--- config.mk ---
export PLATFORM = sky130hd
export DESIGN_NAME = cla_adder
export DESIGN_NICKNAME = d
export VERILOG_FILES = /design/src/rtl/cla_adder.sv
export SDC_FILE = /design/constraint.sdc
export NUM_CORES = 1
export LEC_CHECK = 0
export ABC_CLOCK_PERIOD_IN_PS = 4200
export BUFFER_PORTS_ARGS = -buffer_cell sky130_fd_sc_hd__buf_2
export CAP_MARGIN = 20
export CORE_ASPECT_RATIO = 0.8
export CORE_MARGIN = 1.5
export CORE_UTILIZATION = 40
export DETAILED_ROUTE_END_ITERATION = 6
export GPL_TIMING_DRIVEN = 0
export PLACE_DENSITY = 0.86
export SLEW_MARGIN = 15
export SYNTH_ARGS = -nofsm -noshare
export SYNTH_HDL_FRONTEND = slang
export SYNTH_SLANG_ARGS = --single-unit
export TNS_END_PERCENT = 1
--- constraint.sdc ---
create_clock -name vclk -period 4.2
set_input_delay 0.84 -clock vclk [all_inputs]
set_output_delay 0.84 -clock vclk [all_outputs]
set_load 0.02 [all_outputs]
--- src/rtl/cla_adder.sv ---
module cla_adder #(
  parameter int W         = 16,
  parameter bit TWO_LEVEL = 1'b0
) (
  input  logic [W-1:0] a,
  input  logic [W-1:0] b,
  input  logic         cin,
  output logic [W-1:0] sum,
  output logic         cout
);
  localparam int NG = W / 4;
  localparam int NS = (NG + 3) / 4;

  // carries 1..3 inside one group, flattened two-level form
  function automatic logic [3:1] inner3(input logic [3:0] g, input logic [3:0] p, input logic c0);
    inner3[1] = g[0] | (p[0] & c0);
    inner3[2] = g[1] | (p[1] & g[0]) | (p[1] & p[0] & c0);
    inner3[3] = g[2] | (p[2] & g[1]) | (p[2] & p[1] & g[0]) | (p[2] & p[1] & p[0] & c0);
  endfunction

  function automatic logic [4:1] full4(input logic [3:0] g, input logic [3:0] p, input logic c0);
    full4[3:1] = inner3(g, p, c0);
    full4[4]   = g[3] | (p[3] & g[2]) | (p[3] & p[2] & g[1]) | (p[3] & p[2] & p[1] & g[0])
               | (p[3] & p[2] & p[1] & p[0] & c0);
  endfunction

  function automatic logic grp_gen(input logic [3:0] g, input logic [3:0] p);
    grp_gen = g[3] | (p[3] & g[2]) | (p[3] & p[2] & g[1]) | (p[3] & p[2] & p[1] & g[0]);
  endfunction

  if ((W % 4) != 0 || W < 4) begin : g_bad_width
    $error("cla_adder: W must be a positive multiple of 4");
  end

  logic [W-1:0]  g, p, c;
  logic [NG-1:0] grp_g, grp_p;
  logic [NG:0]   gc;

  assign g     = a & b;
  assign p     = a ^ b;
  assign sum   = p ^ c;
  assign gc[0] = cin;
  assign cout  = gc[NG];

  for (genvar k = 0; k < NG; k++) begin : g_grp
    assign c[4*k]             = gc[k];
    assign c[4*k+3:4*k+1]     = inner3(g[4*k +: 4], p[4*k +: 4], gc[k]);
    assign grp_g[k]           = grp_gen(g[4*k +: 4], p[4*k +: 4]);
    assign grp_p[k]           = &p[4*k +: 4];
  end

  if (!TWO_LEVEL) begin : g_ripple
    for (genvar k = 0; k < NG; k++) begin : g_link
      assign gc[k+1] = grp_g[k] | (grp_p[k] & gc[k]);
    end
  end else begin : g_second
    logic [4*NS-1:0] sg, sp;
    logic [NS-1:0]   sc;
    assign sc[0] = cin;
    for (genvar i = 0; i < 4*NS; i++) begin : g_pad
      if (i < NG) begin : g_real
        assign sg[i] = grp_g[i];
        assign sp[i] = grp_p[i];
      end else begin : g_fill
        assign sg[i] = 1'b0;
        assign sp[i] = 1'b1;
      end
    end
    for (genvar s = 0; s < NS; s++) begin : g_set
      logic [4:1] cs;
      assign cs = full4(sg[4*s +: 4], sp[4*s +: 4], sc[s]);
      if (s < NS - 1) begin : g_next
        assign sc[s+1] = cs[4];
      end
      for (genvar j = 0; j < 4; j++) begin : g_out
        if (4*s + j + 1 <= NG) begin : g_use
          assign gc[4*s+j+1] = cs[j+1];
        end
      end
    end
  end
endmodule


==> impl_metrics.csv <==
group,metric,value,unit
outcome,status,"completed",
clock_tree,cts_resized,0,
place,dp_slack,188,ps
route,wirelength,1.97,mm
sta,min_period_over_period,95.4,%
route,wire_per_inst,11.5,um
setup_path,cp.required,3360,ps
synthesis,syn_inst,97,
synthesis,synth_compound_area_share,28.9,%
hold_path,hold_start,"b[12]",
sta,finalSetupTns,0,ps
synthesis,yosysMostFrequentCell,"ha_1",
final_layout,drive_gt1_share,39.5,%
synthesis,synth_top_cell_by_area,"ha_1",
floorplan,core,1860,um^2
sta,whs,2080,ps
synthesis,muxShareOfSynthArea,0,%
power_and_ir_drop,ir_worst_vdd,123,uV
sta,maxSlewViolCount,0,
synthesis,synthAdderAreaFrac,36.2,%
synthesis,yosys.area_share.simple,22.9,%
route,drcViolationCount,0,
final_layout,multi_input_area,752,um^2
place,gp_congestion,0.761,
floorplan,rows,14,
global_route,grt_pass1_wl,3.05,mm
route,viasPerCell,5.32,
route,first_iter_violations,8,
floorplan,start_util,41.7,%
synthesis,ys_seq_area_share,0,%
setup_path,end_kind,"primary output",
synthesis,syn_avg_cell_area,7.98,um^2
place,port_buffers,50,
final_layout,nFillCells,191,
final_layout,final-seq-area,0,um^2
setup_path,cp.arrival,3170,ps
synthesis,syn-cell-area,774,um^2
floorplan,die_w,52.2,um
route,vias,910,
power_and_ir_drop,leakagePower,0.000576,uW
synthesis,yosysWarnings,0,
floorplan,dieArea,2210,um^2
sta,rsz0062_at_grt,"false",
route,drtPass1Iterations,4,
global_route,antenna_found_initial,0,
synthesis,synth.area.top_cells,"ha_1, fa_1, xnor2_1",
synthesis,synth_top_area_share,25.8,%
global_route,grt_max_degree,7,
global_route,grt_pass1_vias,795,
synthesis,yosysUniqueCellTypes,36,
hold_path,worstHoldPathCells,3,
synthesis,synth_nets,150,
place,dp.cells,171,
place,place_hpwl,1.77,mm
final_layout,diodes,0,
setup_path,critPathMaxFanout,5,
sta,finalHoldViolCount,0,
run,max_cap_violations,0,
sta,layout_min_cycle_time,4010,ps
synthesis,synth-xor-area-share,9.05,%
final_layout,final_cells,171,
route,ant_nets,0,
sta,relSlewSlack,57.2,%
global_route,grt_use_total,17.1,%
synthesis,synth_top_family_by_area,"adder cells",
final_layout,area_growth,36.2,%
setup_path,worst_setup_path_start_kind,"input pin",
setup_path,path_class,"in -> out",
sta,setup_viol,0,
sta,max_freq,249,MHz
clock_tree,postCtsSetupRepairBufs,0,
sta,tightest_slew,635,ps
global_route,grt_overflow,0,
hold_path,hold_path_class,"in -> out",
synthesis,synth_common_cells,"ha_1, nand2_1, a21oi_1",
clock_tree,holdBufCountCts,0,
hold_path,whs_endpoint,"sum[12]",
power_and_ir_drop,finalPower,204,uW
floorplan,die_y,42.4,um
sta,fin_ws,192,ps
final_layout,nFlopsAndLatches,0,
final_layout,final_nets,202,
final_layout,nClkBuffers,0,
power_and_ir_drop,p_per_area,193,nW/um^2
floorplan,io_pins,50,
==> critical path, cell delays in order <==
cell      delay, ps
buf_2           100
ha_1            350
and2_4          180
a221oi_4        300
a21oi_2         150
o211a_1         270
a211o_1         290
fa_1            380
xor2_1          160
buf_2           160
==> metal layers <==
metal  part of all wire [%]  wire length [um]  GRT usage (%)  vias up
li1                       -                 -              -      463
met1                     42               826           18.5      417
met2                     53              1050           37.5       30
met3                    4.8                94              0        0
met4                      0                 0              0        0
met5                      0                 0              0        -
==> through the flow <==
| step | instance area, um^2 | utilization (%) |
|---|---|---|
| final | 1050 | 56.8 |
| after global routing | 1050 | 56.8 |
| after CTS | 1050 | 56.8 |
| after detailed placement | 1050 | 56.8 |
| after global placement | 1050 | 56.8 |
| after floorplan | 774 | - |
==> layout make-up <==
| cell class | count | area share, % |
|---|---|---|
| Tap cell | 24 | 2.85 |
| Multi-Input combinational cell | 91 | 71.3 |
| Inverter | 6 | 2.14 |
| Timing Repair Buffer | 50 | 23.7 |
==> how the worst max path moves through the flow <==
stage | depth (start not counted) | endpoint | from | slack [ps]
floorplan | 8 | sum[13] | a[3] | 340
finish | 10 | sum[13] | a[3] | 190
detailed placement | 10 | sum[13] | a[3] | 190
global placement | 10 | sum[13] | a[3] | 230
global route | 10 | sum[13] | a[3] | 50
CTS | 10 | sum[13] | a[3] | 180
==> power by group <==
part	leakage [uW]	total [uW]	internal (uW)	switching, uW
registers	0	0	0	0
clock network	0	0	0	0
logic	0.000576	204	84.0	120
==> placed cells by master (no fill, tap or decap), types with 2 or more instances in the layout <==
cell,synthesis,layout
buf_2,0,50
and3_1,3,3
fa_1,4,4
a21oi_1,7,7
inv_1,6,6
nor2_1,6,6
xor2_1,3,3
xnor2_1,5,5
nand2_1,10,10
o21a_1,3,3
o21ai_0,2,2
nor3_1,3,3
nand3_1,6,6
ha_1,16,16
==> logic make-up after synthesis <==
| group | Yosys count |
|---|---|
| buf+inv | 6 |
| fa+ha+maj | 20 |
| compound gates | 27 |
| simple gates | 36 |
| xor+xnor | 8 |
No activity file was read; power rests on OpenSTA's default activity.
